### config.mk
export PLATFORM = sky130hd
export DESIGN_NAME = interval_counter
export DESIGN_NICKNAME = d
export VERILOG_FILES = /design/src/rtl/ivc_pkg.sv /design/src/rtl/ivc_gate_edge.sv /design/src/rtl/ivc_step.sv /design/src/rtl/ivc_phase.sv /design/src/rtl/interval_counter.sv
export SDC_FILE = /design/constraint.sdc
export NUM_CORES = 1
export LEC_CHECK = 0
export CAP_MARGIN = 0
export CORE_MARGIN = 4
export CORE_UTILIZATION = 45
export CTS_BUF_LIST = sky130_fd_sc_hd__clkbuf_4 sky130_fd_sc_hd__clkbuf_8
export DETAILED_ROUTE_END_ITERATION = 7
export DONT_BUFFER_PORTS = 1
export PLACE_DENSITY_LB_ADDON = 0.05
export SYNTH_ARGS = -nofsm -noshare
export SYNTH_HDL_FRONTEND = slang
export SYNTH_SLANG_ARGS = --single-unit
### constraint.sdc
create_clock -name clk -period 6.4 [get_ports clk]
set_clock_uncertainty 0.15 [all_clocks]
set_input_delay 1.28 -clock clk [delete_from_list [all_inputs] [get_ports clk]]
set_output_delay 1.28 -clock clk [all_outputs]
set_load 0.03 [all_outputs]
### src/rtl/ivc_pkg.sv
package ivc_pkg;
  typedef enum logic [2:0] {
    MD_TERM     = 3'd0,
    MD_ONESHOT  = 3'd1,
    MD_RATE     = 3'd2,
    MD_SQUARE   = 3'd3,
    MD_SWSTROBE = 3'd4,
    MD_HWSTROBE = 3'd5
  } ivc_mode_e;
endpackage

### src/rtl/ivc_gate_edge.sv
module ivc_gate_edge (
  input  logic clk,
  input  logic rst_n,
  input  logic gate,
  output logic rise
);
  logic gate_q;
  // Reset high so a gate already high at reset is not a trigger.
  always_ff @(posedge clk) begin
    if (!rst_n) gate_q <= 1'b1;
    else        gate_q <= gate;
  end
  assign rise = gate & ~gate_q;
endmodule

### src/rtl/ivc_step.sv
module ivc_step #(
  parameter int W = 16
) (
  input  logic [W-1:0] val,
  input  logic         bcd,
  input  logic [1:0]   amt,
  output logic [W-1:0] res
);
  localparam int ND = W / 4;
  logic [ND:0]  brw;
  logic [W-1:0] bcd_res;

  assign brw[0] = 1'b0;
  generate
    for (genvar d = 0; d < ND; d++) begin : g_dig
      logic [4:0] lhs, rhs;
      assign lhs = {1'b0, val[4*d +: 4]};
      assign rhs = {3'b000, (d == 0) ? amt : 2'b00} + {4'b0000, brw[d]};
      assign brw[d+1] = lhs < rhs;
      assign bcd_res[4*d +: 4] = brw[d+1] ? 4'(lhs + 5'd10 - rhs) : 4'(lhs - rhs);
    end
  endgenerate

  assign res = bcd ? bcd_res : val - W'(amt);
endmodule

### src/rtl/ivc_phase.sv
module ivc_phase #(
  parameter int W = 16
) (
  input  logic [W-1:0] cr,
  input  logic         bcd,
  output logic [W-1:0] hi_ld,
  output logic [W-1:0] lo_ld
);
  localparam int ND = W / 4;
  logic [ND:0]  cy;
  logic [W-1:0] inc_bcd, inc_val;

  assign cy[0] = 1'b1;
  generate
    for (genvar d = 0; d < ND; d++) begin : g_dig
      logic [4:0] s;
      assign s = {1'b0, cr[4*d +: 4]} + {4'b0000, cy[d]};
      assign cy[d+1] = s >= 5'd10;
      assign inc_bcd[4*d +: 4] = cy[d+1] ? 4'(s - 5'd10) : s[3:0];
    end
  endgenerate

  assign inc_val = bcd ? inc_bcd : cr + W'(1);
  // Odd counts: high half counts from N+1, low half from N-1.
  assign hi_ld = cr[0] ? inc_val : cr;
  assign lo_ld = {cr[W-1:1], 1'b0};
endmodule

### src/rtl/interval_counter.sv
module interval_counter
  import ivc_pkg::*;
#(
  parameter int WIDTH = 16
) (
  input  logic             clk,
  input  logic             rst_n,
  input  logic             mode_wr,
  input  logic [2:0]       mode_sel,
  input  logic             bcd_sel,
  input  logic             load_stb,
  input  logic [WIDTH-1:0] load_val,
  input  logic             gate,
  output logic [WIDTH-1:0] count_o,
  output logic             out_o,
  output logic             null_cnt_o
);
  ivc_mode_e        mode_q, mode_in;
  logic             bcd_q;
  logic [WIDTH-1:0] cr_q, cnt_q;
  logic             out_q, null_q, have_q, pend_q, run_q, armed_q;
  logic             rise, is_cnt1, is_cnt2, trig_mode;
  logic [WIDTH-1:0] dec1, dec2, hi_ld, lo_ld;

  ivc_gate_edge u_edge (.clk(clk), .rst_n(rst_n), .gate(gate), .rise(rise));
  ivc_step #(.W(WIDTH)) u_dec1 (.val(cnt_q), .bcd(bcd_q), .amt(2'd1), .res(dec1));
  ivc_step #(.W(WIDTH)) u_dec2 (.val(cnt_q), .bcd(bcd_q), .amt(2'd2), .res(dec2));
  ivc_phase #(.W(WIDTH)) u_phase (.cr(cr_q), .bcd(bcd_q), .hi_ld(hi_ld), .lo_ld(lo_ld));

  always_comb mode_in = ivc_mode_e'((mode_sel[2:1] == 2'b11) ? {1'b0, mode_sel[1:0]} : mode_sel);
  assign is_cnt1   = cnt_q == WIDTH'(1);
  assign is_cnt2   = cnt_q == WIDTH'(2);
  assign trig_mode = (mode_q == MD_ONESHOT) || (mode_q == MD_HWSTROBE);

  always_ff @(posedge clk) begin
    if (!rst_n) begin
      mode_q <= MD_TERM; bcd_q <= 1'b0; cr_q <= '0; cnt_q <= '0;
      out_q <= 1'b0; null_q <= 1'b1; have_q <= 1'b0; pend_q <= 1'b0;
      run_q <= 1'b0; armed_q <= 1'b0;
    end else if (mode_wr) begin
      mode_q  <= mode_in;
      bcd_q   <= bcd_sel;
      out_q   <= (mode_in != MD_TERM);
      null_q  <= 1'b1;
      have_q  <= 1'b0;
      pend_q  <= 1'b0;
      run_q   <= 1'b0;
      armed_q <= 1'b0;
    end else begin
      if (pend_q) begin
        cnt_q   <= (mode_q == MD_SQUARE) ? hi_ld : cr_q;
        null_q  <= 1'b0;
        pend_q  <= 1'b0;
        run_q   <= 1'b1;
        armed_q <= 1'b1;
        out_q   <= (mode_q != MD_TERM);
      end else if (trig_mode && rise && have_q) begin
        cnt_q   <= cr_q;
        null_q  <= 1'b0;
        run_q   <= 1'b1;
        armed_q <= 1'b1;
        out_q   <= (mode_q != MD_ONESHOT);
      end else if (run_q) begin
        unique case (mode_q)
          MD_TERM, MD_SWSTROBE: begin
            if (mode_q == MD_SWSTROBE) out_q <= 1'b1;
            if (gate) begin
              cnt_q <= dec1;
              if (armed_q && is_cnt1) begin
                armed_q <= 1'b0;
                out_q   <= (mode_q == MD_TERM);
              end
            end
          end
          MD_ONESHOT, MD_HWSTROBE: begin
            if (mode_q == MD_HWSTROBE) out_q <= 1'b1;
            cnt_q <= dec1;
            if (armed_q && is_cnt1) begin
              armed_q <= 1'b0;
              out_q   <= (mode_q == MD_ONESHOT);
            end
          end
          MD_RATE: begin
            if (gate) begin
              if (is_cnt1) begin
                cnt_q  <= cr_q;
                out_q  <= 1'b1;
                null_q <= 1'b0;
              end else begin
                cnt_q <= dec1;
                out_q <= !is_cnt2;
              end
            end
          end
          MD_SQUARE: begin
            if (gate) begin
              if (is_cnt2) begin
                out_q  <= !out_q;
                cnt_q  <= out_q ? lo_ld : hi_ld;
                null_q <= 1'b0;
              end else begin
                cnt_q <= dec2;
              end
            end
          end
          default: ;
        endcase
      end
      // Count strobe handled last so its effects win over the count path.
      if (load_stb) begin
        cr_q   <= load_val;
        null_q <= 1'b1;
        have_q <= 1'b1;
        if (mode_q == MD_TERM || mode_q == MD_SWSTROBE) begin
          pend_q <= 1'b1;
          run_q  <= 1'b0;
          out_q  <= (mode_q != MD_TERM);
        end else if ((mode_q == MD_RATE || mode_q == MD_SQUARE) && !run_q) begin
          pend_q <= 1'b1;
        end
      end
    end
  end

  assign count_o    = cnt_q;
  assign out_o      = out_q;
  assign null_cnt_o = null_q;
endmodule

==> results of run 1 <==
## metal layers
metal	routed length [um]	track usage [%]	part of all wire, %	vias up
li1	-	-	-	2807
met1	8040	33.4	45	2647
met2	8270	40.1	46	212
met3	1180	4.01	6.6	29
met4	324	6.80	1.8	0
met5	0	0	0	-
## critical path: cells and delay by family, from the launching register on
family	cells	cell delay, ns
simple gates	8	1.89
fa+ha+maj	6	1.59
xor+xnor	1	0.18
compound gates	8	1.55
flops	1	0.36
buf+inv	2	0.25
## logic make-up after synthesis
kind of cell    share of synthesized area, %
fa+ha+maj                               11.1
compound gates                          29.7
buf+inv                                 6.62
mux                                     3.31
flops                                   15.3
xor+xnor                                8.24
simple gates                            25.7
## flip-flops by register name, summed over array words and instances, names as in the netlist
signal and flops:
mode_q 3, cr_q 16, null_cnt_o 1, bcd_q 1, run_q 1, count_o 16
pend_q 1, u_edge.gate_q 1, have_q 1, armed_q 1, out_o 1
## final timing paths
check	end	start	depth (start not counted)	slack, ns
max	count_o[15]	cr_q[0]	25	0.37
min	armed_q	armed_q	2	0.34
max reg2reg	count_o[15]	cr_q[0]	25	0.37
min reg2reg	armed_q	armed_q	2	0.34
## repair_timing
action                     4_1_cts  5_1_grt
setup endpoints to repair        2        3
resized for setup                2       11
cloned                           0        0
## final cells by class
class,instances,area share [%]
Inverter,37,2.39
Clock inverter,3,0.345
Tap cell,168,3.62
Sequential cell,43,14.9
Clock buffer,5,1.19
Timing Repair Buffer,8,1.03
Multi-Input combinational cell,650,76.5
## Yosys cell counts, types with 4 or more instances
| cell type | instances |
|---|---|
| o21ai_0 | 54 |
| o211ai_1 | 14 |
| and2_1 | 7 |
| nand3b_1 | 4 |
| and3_1 | 7 |
| o2111ai_1 | 4 |
| nand2_1 | 99 |
| a31oi_1 | 16 |
| a221oi_1 | 11 |
| a21oi_1 | 28 |
| a221o_1 | 4 |
| ha_1 | 50 |
| nor3_1 | 10 |
| mux2_2 | 5 |
| nor4_1 | 15 |
| a21o_1 | 5 |
| o22ai_1 | 12 |
| a211oi_1 | 9 |
| xor2_1 | 18 |
| xnor2_1 | 35 |
| clkbuf_1 | 49 |
| a211o_1 | 6 |
| o21ai_1 | 5 |
| nor2b_1 | 10 |
| nor3b_1 | 4 |
| nand3_1 | 20 |
| or3_1 | 4 |
| a311oi_1 | 4 |
| o21a_1 | 5 |
| mux2i_1 | 13 |
| dfxtp_1 | 43 |
| a21boi_0 | 22 |
| nand2b_1 | 18 |
| nand4_1 | 9 |
| inv_1 | 36 |
| buf_1 | 4 |
| nor2_1 | 59 |
## metrics by stage
stage	hold slack, ns	area (um^2)	utilization [%]	setup TNS [ns]	instances
floorplan	0.300	5630	-	0	787
global placement	0.318	5670	46.8	0	906
detailed placement	0.318	5670	46.8	-0.0164	906
CTS	0.336	5760	47.6	0	914
global route	0.392	5800	47.9	-0.0594	914
finish	0.341	5800	47.9	0	914
## power by group through the flow
stage	registers, W	logic [W]	clock network [W]
CTS	0.000320	0.000346	0.000193
finish	0.000321	0.000350	0.000188
detailed placement	0.000326	0.000342	0
global route	0.000325	0.000387	0.000199
global placement	0.000326	0.000338	0
floorplan	0.000303	0.000289	0
==> metrics.md, run 1 <==
| Metric | Value |
|---|---|
| Multi-input gate area | `4440 um^2` |
| Maxcap violations | `0` |
| Yosys warning total | `0` |
| Clk pwr share | `21.9%` |
| H-tree depth | `2` |
| Sequential share of the synthesized area | `15.3%` |
| Root Driver | `clkbuf_8` |
| Min cycle time layout | `6.03 ns` |
| Yosys top cell area share | `15.3%` |
| CP Max Fanout | `10` |
| Crit Path Class | `flop to flop` |
| Final-stage net count | `820` |
| Synth area leaders | `dfxtp_1, ha_1, nand2_1` |
| Drt first-iter violations | `465` |
| Row Count | `40` |
| Die Area | `14400 um^2` |
| Clock Latency Late Sink | `0.32 ns` |
| Proportion of layout cells with a drive suffix above 1 | `5.90%` |
| Slew @ Worst Pin | `1.10 ns` |
| GRT Overall Usage | `24.5%` |
| Dominant cell type by area after synthesis | `dfxtp_1` |
| IO buf count | `0` |
| Total CTS buffers | `5` |
| EDFF count, synth | `0` |
| Core ar. | `12100 um^2` |
| Commonest non-fill, non-tap cell in the layout | `nand2_1` |
| Slew Limit Fails | `0` |
| Net Sw Power | `0.000354 W` |
| FMAX | `0.166 GHz` |
| Fin worst setup slack | `0.374 ns` |
| Post-Syn Area per Cell | `7.16 um^2` |
| Ys async rst share | `0%` |
| Register area | `865 um^2` |
| Pre-antenna DRT Iters | `5` |
| Synth cell types | `80` |
| Flop pwr share | `37.4%` |
| P&R area growth vs syn | `3.02%` |
| Post-synth top flop | `dfxtp_1` |
| Sw Ratio | `41.2%` |
| Int Pwr | `0.000505 W` |
| Critical Path Sink Type | `flop` |
| Post-synthesis register bit count | `43` |
| Final WL | `17800 um` |
| Vias | `5695` |
| Initial core utilization | `46.5%` |
| Rel. slew slack | `26.3%` |
| CTS Buffer Depth | `2` |
| I/O Pins | `43` |
| Peak VDD IR | `0.0000836 V` |
| Grt ovf | `0` |
| Die Height | `120 um` |
| Number of global-route vias before repair | `5279` |
| Worst EP arrival | `6.14 ns` |
| Pleak | `2.19 nW` |
| Cell mode on critical path | `ha_1` |
| Pin count of the biggest net entering global routing | `67` |
| Crit-path max cell delay | `0.47 ns` |
| WP data required | `6.51 ns` |
| Outcome | `finished, final reports clean` |
| Final Hold Fails | `0` |
| Logic pwr share | `40.7%` |
| Gate Count Post-Synth | `787` |
| Hold Buf Count CTS | `0` |
| Setup crit start kind | `flop` |
| CP max stage cell | `or4b_1` |
| Hold Path Class | `flop to flop` |
| Detail Placement HPWL | `13300 um` |
| Mapped Nets | `862` |
| Drt wl/cell | `19.5 um` |
| Number of fillers in the final layout | `1249` |
| Vias per cell | `6.23` |
| ANT nets after route | `0` |
| Tcrit/Tclk final | `94.2%` |
| Antenna cell count | `0` |
| Die W | `120 um` |
| DRC | `0` |
| CTS Sinks | `43` |
| Worst-path clk slew | `0.09 ns` |
| First-pass GRT wire length | `28700 um` |
| Gpl congestion | `0.903` |
| # setup viols final | `0` |
| CTS tree | `yes` |
| Initial antenna violation count | `0` |
| Most frequent cells in the layout | `nand2_1, nor2_1, o21ai_0, ha_1, dfxtp_1` |
| Post-CTS Setup Bufs | `0` |
| Cell Area, Synth | `5630 um^2` |
| Dpl ws | `-0.0164 ns` |
| Pwr Density | `148 nW/um^2` |
| Tot Pwr | `0.000860 W` |
Note: power is estimated with default switching activity, not from simulation.
==> inputs of run 2 (changes only) <==
--- a/config.mk
+++ b/config.mk
@@ -11,7 +11,9 @@
 export CTS_BUF_LIST = sky130_fd_sc_hd__clkbuf_4 sky130_fd_sc_hd__clkbuf_8
 export DETAILED_ROUTE_END_ITERATION = 7
 export DONT_BUFFER_PORTS = 1
+export GPL_TIMING_DRIVEN = 0
 export PLACE_DENSITY_LB_ADDON = 0.05
+export RECOVER_POWER = 50
 export SYNTH_ARGS = -nofsm -noshare
 export SYNTH_HDL_FRONTEND = slang
 export SYNTH_SLANG_ARGS = --single-unit
==> run 2 against run 1 <==
  * Cell count up 5.6%
  * Sequential power decreased by 5%
  * Highest routed layer unchanged
  * Non-clock buffer count grew 51
  * Hold slack worse by 0.0065 ns
  * Combinational power up 11%
  * Power is 7.9% higher
  * Fmax fell by 3.0%
  * Critical endpoint unchanged
  * Global-route usage up 2.4 points
  * Clock-buffer cell count is 1 higher
  * Cell area grew 4.6%
  * Largest cell class unchanged
  * Register-to-register slack lost 0.19 ns
  * Core utilization up 2.2 points
==> metrics.md, run 2 (same netlist as run 1, synthesis figures left out) <==
| Metric | Value |
|---|---|
| Final WL | `19900 um (+12%)` |
| DRC | `0 (unchanged)` |
| Fin util | `50.1% (+2.2 points)` |
| Slew @ Worst Pin | `1.07 ns (-0.0372 ns)` |
| R2R Path Start | `cr_q[1]` |
| Die W | `120 um (unchanged)` |
| Vias per cell | `6.33 (+1.6%)` |
| CP Max Fanout | `10 (unchanged)` |
| Root Driver | `clkbuf_8` |
| Pleak | `2.29 nW (+4.6%)` |
| Pre-antenna DRT Iters | `5 (unchanged)` |
| Setup slack, reg-to-reg | `0.19 ns (-0.19 ns)` |
| CP endpoint | `count_o[15]` |
| Die Area | `14400 um^2 (unchanged)` |
| Outcome | `finished, final reports clean` |
| Hold Path Class | `flop to flop` |
| Slew Limit Fails | `0 (unchanged)` |
| Most frequent cells in the layout | `nand2_1, nor2_1, o21ai_0, ha_1, clkbuf_1` |
| IO buf count | `0 (unchanged)` |
| Antenna cell count | `0 (unchanged)` |
| Grt ovf | `0 (unchanged)` |
| Proportion of layout cells with a drive suffix above 1 | `6.02% (+0.12 points)` |
| CTS Buffer Depth | `2 (unchanged)` |
| Total CTS buffers | `5 (unchanged)` |
| CP bufs+invs | `3 (+1)` |
| Min cycle time layout | `6.21 ns (+0.185 ns)` |
| Cell mode on critical path | `ha_1` |
| Initial core utilization | `46.5% (unchanged)` |
| Drt first-iter violations | `638 (+37%)` |
| Core ar. | `12100 um^2 (unchanged)` |
| Row Count | `40 (unchanged)` |
| Detail Placement HPWL | `15300 um (+15%)` |
| Clk pwr share | `25.1% (+3.2 points)` |
| Final Hold Fails | `0 (unchanged)` |
| Drt wl/cell | `20.6 um (+5.9%)` |
| CP top delay family | `simple AND/OR/NAND/NOR gates` |
| Gpl congestion | `0.948 (+5.0%)` |
| Number of global-route vias before repair | `5571 (+5.5%)` |
| Tcrit/Tclk final | `97.1% (+2.9 points)` |
| Hold Buf Count CTS | `0 (unchanged)` |
| FMAX | `0.161 GHz (-3.0%)` |
| Peak VDD IR | `0.0000759 V (-9.3%)` |
| Worst EP arrival | `6.32 ns (+0.18 ns)` |
| Pin count of the biggest net entering global routing | `14 (-79%)` |
| # setup viols final | `0 (unchanged)` |
| CP max stage cell | `or4b_1` |
| Rel. slew slack | `27.1% (+0.80 points)` |
| Crit-path max cell delay | `0.47 ns (about the same)` |
| Setup crit start kind | `flop` |
| Maxcap violations | `0 (unchanged)` |
| WP data required | `6.51 ns (about the same)` |
| Crit Path Class | `flop to flop` |
| ANT nets after route | `0 (unchanged)` |
| Int Pwr | `0.000563 W (+11%)` |
| Clock Latency Late Sink | `0.32 ns (about the same)` |
| P&R area growth vs syn | `7.77%` |
| Tot Pwr | `0.000927 W (+7.9%)` |
| Levels on crit path | `28 (+12%)` |
| Final-stage net count | `871 (+6.2%)` |
| Critical Path Sink Type | `flop` |
| I/O Pins | `43 (unchanged)` |
| Vias | `6107 (+7.2%)` |
| GRT Overall Usage | `26.9% (+2.4 points)` |
| Die Height | `120 um (unchanged)` |
| Net Sw Power | `0.000365 W (+2.9%)` |
| Number of fillers in the final layout | `1220 (-2.3%)` |
| First-pass GRT wire length | `30800 um (+7.4%)` |
| CTS tree | `yes` |
| CTS Sinks | `43 (unchanged)` |
| Pwr Density | `153 nW/um^2 (+3.1%)` |
| Initial antenna violation count | `0 (unchanged)` |
| H-tree depth | `2 (unchanged)` |
| Reg2reg end | `count_o[15]` |
| Sw Ratio | `39.3% (-1.9 points)` |
| R2R depth | `28 (+12%)` |
| Commonest non-fill, non-tap cell in the layout | `nand2_1` |
| CP Launch Point | `cr_q[1]` |
| Worst-path clk slew | `0.10 ns (about the same)` |
| Flop pwr share | `32.9% (-4.5 points)` |
| Logic pwr share | `41.9% (+1.2 points)` |
==> run 2: cell count changes in the layout (fill, tap and decap cells not counted), sizes merged <==
cell,delta
clkbuf,+47
buf,+5
clkinvlp,-2
bufinv,+1
==> run 2: per-layer routing <==
layer  vias up  share of wire (%)  global-route usage, %
li1       2896                  -                      -
met1      2832                 41                   34.8
met2       324                 46                   45.1
met3        55                9.6                   5.04
met4         0                3.3                   9.02
met5         -                  0                      0
==> run 2: worst min path at each step <==
stage                  from  slack (ns)  depth (start not counted)  endpoint
floorplan           armed_q        0.30                          2   armed_q
global placement    armed_q        0.32                          2   armed_q
detailed placement  armed_q        0.32                          2   armed_q
CTS                 armed_q        0.34                          2   armed_q
global route        armed_q        0.35                          2   armed_q
finish              armed_q        0.33                          2   armed_q
==> run 2: cell type report <==
cell class	instances	area (um^2)	area share, %
multi-input combinational	650	4480	73.7
clock inverter	2	35.0	0.577
clock buffer	6	82.6	1.36
inverter	37	139	2.29
timing repair buffer	5	37.5	0.618
buffer	54	223	3.67
tap	168	210	3.46
sequential	43	867	14.3
==> run 2: power groups by stage <==
stage / logic, W / clock network (W) / registers (W)
2_1_floorplan: 0.000289 / 0 / 0.000303
3_3_place_gp: 0.000370 / 0 / 0.000310
3_5_place_dp: 0.000374 / 0 / 0.000311
4_1_cts: 0.000377 / 0.000238 / 0.000305
5_1_grt: 0.000429 / 0.000247 / 0.000308
6_report: 0.000389 / 0.000233 / 0.000306
==> run 2: per-stage QoR <==
step	cells	setup WS, ns	cell area (um^2)	hold slack, ns	TNS, ns
global route	965	-0.0520	6070	0.350	-0.0991
finish	965	0.188	6070	0.334	0
CTS	960	0.0563	5980	0.336	0
global placement	955	-0.360	5840	0.318	-0.753
floorplan	787	0.403	5630	0.300	0
detailed placement	955	-0.500	5840	0.318	-1.19
==> run 2: worst register-to-register path: cells and delay by family, from the launching register on <==
| kind | cells | cell delay, ns |
|---|---|---|
| adders and majority gates | 7 | 1.65 |
| buffers and inverters | 3 | 0.20 |
| xor gates and xnor gates | 2 | 0.37 |
| and+or+nand+nor | 9 | 2.01 |
| AOI/OAI and AO/OA | 7 | 1.39 |
| DFF | 1 | 0.38 |
==> run 2: repair_timing <==
item / CTS / global route
pin swaps: 0 / 7
gates resized for setup: 8 / 13
cloned: 0 / 0
setup endpoints to repair: 3 / 3
setup buffers: 0 / 5
==> inputs of run 3 (changes only) <==
--- a/config.mk
+++ b/config.mk
@@ -7,7 +7,7 @@
 export LEC_CHECK = 0
 export CAP_MARGIN = 0
 export CORE_MARGIN = 4
-export CORE_UTILIZATION = 45
+export CORE_UTILIZATION = 61
 export CTS_BUF_LIST = sky130_fd_sc_hd__clkbuf_4 sky130_fd_sc_hd__clkbuf_8
 export DETAILED_ROUTE_END_ITERATION = 7
 export DONT_BUFFER_PORTS = 1
==> run 3 against run 2 <==
  * Global-route usage increased by 6.3 points
  * Cell area shrank 0.93%
  * Routed wire length down 4.2%
  * Core utilization is 18 points higher
  * Register-to-register slack lost 0.02 ns
  * Non-clock buffer count up 2
  * Sequential power about the same
  * Highest routed layer unchanged
  * First-iteration DRC count up 27%
  * Clock power about the same
==> metrics.md, run 3 (same netlist as run 1, synthesis figures left out) <==
| Metric | Value |
|---|---|
| Outcome | `finished, final reports clean` |
| Proportion of layout cells with a drive suffix above 1 | `6.76% (+0.74 points)` |
| WP data required | `6.51 ns (about the same)` |
| GRT Overall Usage | `33.2% (+6.3 points)` |
| Antenna cell count | `0 (unchanged)` |
| Min cycle time layout | `6.23 ns (+0.0213 ns)` |
| Drt wl/cell | `21.0 um (+1.9%)` |
| Pwr Density | `153 nW/um^2 (+0.31%)` |
| Logic pwr share | `42.0% (about the same)` |
| Final WL | `19100 um (-4.2%)` |
| CTS Sinks | `43 (unchanged)` |
| Initial core utilization | `63.7% (+17 points)` |
| CTS Buffer Depth | `2 (unchanged)` |
| Slew Limit Fails | `0 (unchanged)` |
| IO buf count | `0 (unchanged)` |
| R2R Path Start | `cr_q[0]` |
| Row Count | `34 (-15%)` |
| Vias | `6220 (+1.9%)` |
| First-pass GRT wire length | `29400 um (-4.6%)` |
| Worst hold start | `armed_q` |
| CTS tree | `yes` |
| Core ar. | `8850 um^2 (-27%)` |
| # setup viols final | `0 (unchanged)` |
| Die W | `104 um (-13%)` |
| Net Sw Power | `0.000369 W (+1.2%)` |
| Met2 wire length | `8690 um (-5.4%)` |
| Tcrit/Tclk final | `97.4% (+0.33 points)` |
| Maxcap violations | `0 (unchanged)` |
| Pin count of the biggest net entering global routing | `15 (+1)` |
| Cell area after layout | `6010 um^2 (-0.93%)` |
| CP max stage cell | `or4b_1` |
| Die Area | `10800 um^2 (-25%)` |
| Hold Buf Count CTS | `0 (unchanged)` |
| Commonest non-fill, non-tap cell in the layout | `nand2_1` |
| Setup slack, reg-to-reg | `0.17 ns (-0.02 ns)` |
| ANT nets after route | `0 (unchanged)` |
| Gpl congestion | `0.949 (about the same)` |
| DRT met1 WL | `7410 um (-9.2%)` |
| Detail Placement HPWL | `14200 um (-7.2%)` |
| DRC | `0 (unchanged)` |
| Clock Latency Late Sink | `0.31 ns (about the same)` |
| Total CTS buffers | `5 (unchanged)` |
| Crit-path max cell delay | `0.48 ns (about the same)` |
| Int Pwr | `0.000553 W (-1.8%)` |
| Dpl ws | `-0.474 ns (+0.0264 ns)` |
| CP bufs+invs | `3 (unchanged)` |
| Worst-path clk slew | `0.10 ns (about the same)` |
| Worst EP arrival | `6.34 ns (+0.02 ns)` |
| Peak VDD IR | `0.000112 V (+47%)` |
| Crit Path Class | `flop to flop` |
| I/O Pins | `43 (unchanged)` |
| Number of fillers in the final layout | `767 (-37%)` |
| Flop pwr share | `33.1% (+0.2 points)` |
| Max Used Layer | `met4` |
| Initial antenna violation count | `0 (unchanged)` |
| Slew @ Worst Pin | `1.03 ns (-0.0314 ns)` |
| Die Height | `104 um (-13%)` |
| Grt ovf | `0 (unchanged)` |
| Fin worst setup slack | `0.167 ns (-0.0213 ns)` |
| Placement Cell Area | `5770 um^2 (-1.3%)` |
| DR WL met3 | `2320 um (+22%)` |
| Vias per cell | `6.86 (+8.4%)` |
| Drt first-iter violations | `808 (+27%)` |
| FMAX | `0.160 GHz (-0.34%)` |
| Number of global-route vias before repair | `5601 (+0.54%)` |
| Pre-antenna DRT Iters | `6 (+1)` |
| Final-stage net count | `873 (+0.23%)` |
| Clk pwr share | `24.9% (-0.2 points)` |
| Root Driver | `clkbuf_8` |
| Critical Path Sink Type | `flop` |
| Rel. slew slack | `30.8% (+3.7 points)` |
| Pleak | `2.30 nW (+0.43%)` |
| Most frequent cells in the layout | `nand2_1, nor2_1, o21ai_0, clkbuf_1, ha_1` |
| CP Max Fanout | `10 (unchanged)` |
| H-tree depth | `2 (unchanged)` |
| P&R area growth vs syn | `6.77%` |
| Final Hold Fails | `0 (unchanged)` |
| Hold Path Class | `flop to flop` |
| CP top delay family | `simple AND/OR/NAND/NOR gates` |
| Sw Ratio | `40.0% (+0.70 points)` |
| Setup crit start kind | `flop` |
| CP Launch Point | `cr_q[0]` |
## run 3: worst paths after layout
check                 to  depth (start not counted)
min reg2reg      armed_q                          2
min              armed_q                          2
max          count_o[15]                         28
max reg2reg  count_o[15]                         28
## run 3: final cells by class
| class | instances | area [um^2] | share of cell area, % |
|---|---|---|---|
| Sequential cell | 43 | 866 | 14.4 |
| Multi-Input combinational cell | 650 | 4490 | 74.6 |
| Clock buffer | 5 | 68.8 | 1.14 |
| Tap cell | 108 | 135 | 2.25 |
| Timing Repair Buffer | 7 | 52.6 | 0.874 |
| Buffer | 54 | 223 | 3.70 |
| Clock inverter | 3 | 43.8 | 0.728 |
| Inverter | 37 | 139 | 2.31 |
## run 3: worst register-to-register path: cells and delay by family (launching register included)
kind,cells,cell delay (ns)
AOI/OAI and AO/OA,7,1.42
xor gates and xnor gates,2,0.40
adders and majority gates,7,1.66
buffers and inverters,3,0.22
DFF,1,0.36
and+or+nand+nor,9,1.95
## run 3: metrics by stage
stage	TNS (ns)	hold slack [ns]	total power, W	std cells	utilization, %
2_1_floorplan	0	0.300	0.000592	787	-
6_report	0	0.369	0.000922	907	68.0
5_1_grt	-0.300	0.401	0.000972	907	68.0
4_1_cts	0	0.363	0.000904	900	66.7
3_3_place_gp	-0.651	0.311	0.000670	895	65.2
3_5_place_dp	-1.09	0.349	0.000678	895	65.2
## run 3: timing repair
action | 4_1_cts | 5_1_grt
gates resized for setup | 7 | 18
pin swaps | 0 | 6
setup endpoints to repair | 3 | 3
setup buffers | 0 | 7
hold endpoints to repair | 0 | 0
gates cloned | 0 | 0
## run 3: power by group through the flow
stage / Clock (W) / Combinational [W] / Sequential [W]
2_1_floorplan: 0 / 0.000289 / 0.000303
3_3_place_gp: 0 / 0.000361 / 0.000309
3_5_place_dp: 0 / 0.000368 / 0.000310
4_1_cts: 0.000229 / 0.000371 / 0.000305
5_1_grt: 0.000241 / 0.000424 / 0.000307
6_report: 0.000230 / 0.000387 / 0.000305
## run 3: per-layer routing
layer  vias to the layer above  track usage [%]
met5                         -                0
li1                       2894                -
met2                       421             54.7
met3                        73             6.02
met4                         0             10.4
met1                      2832             44.0
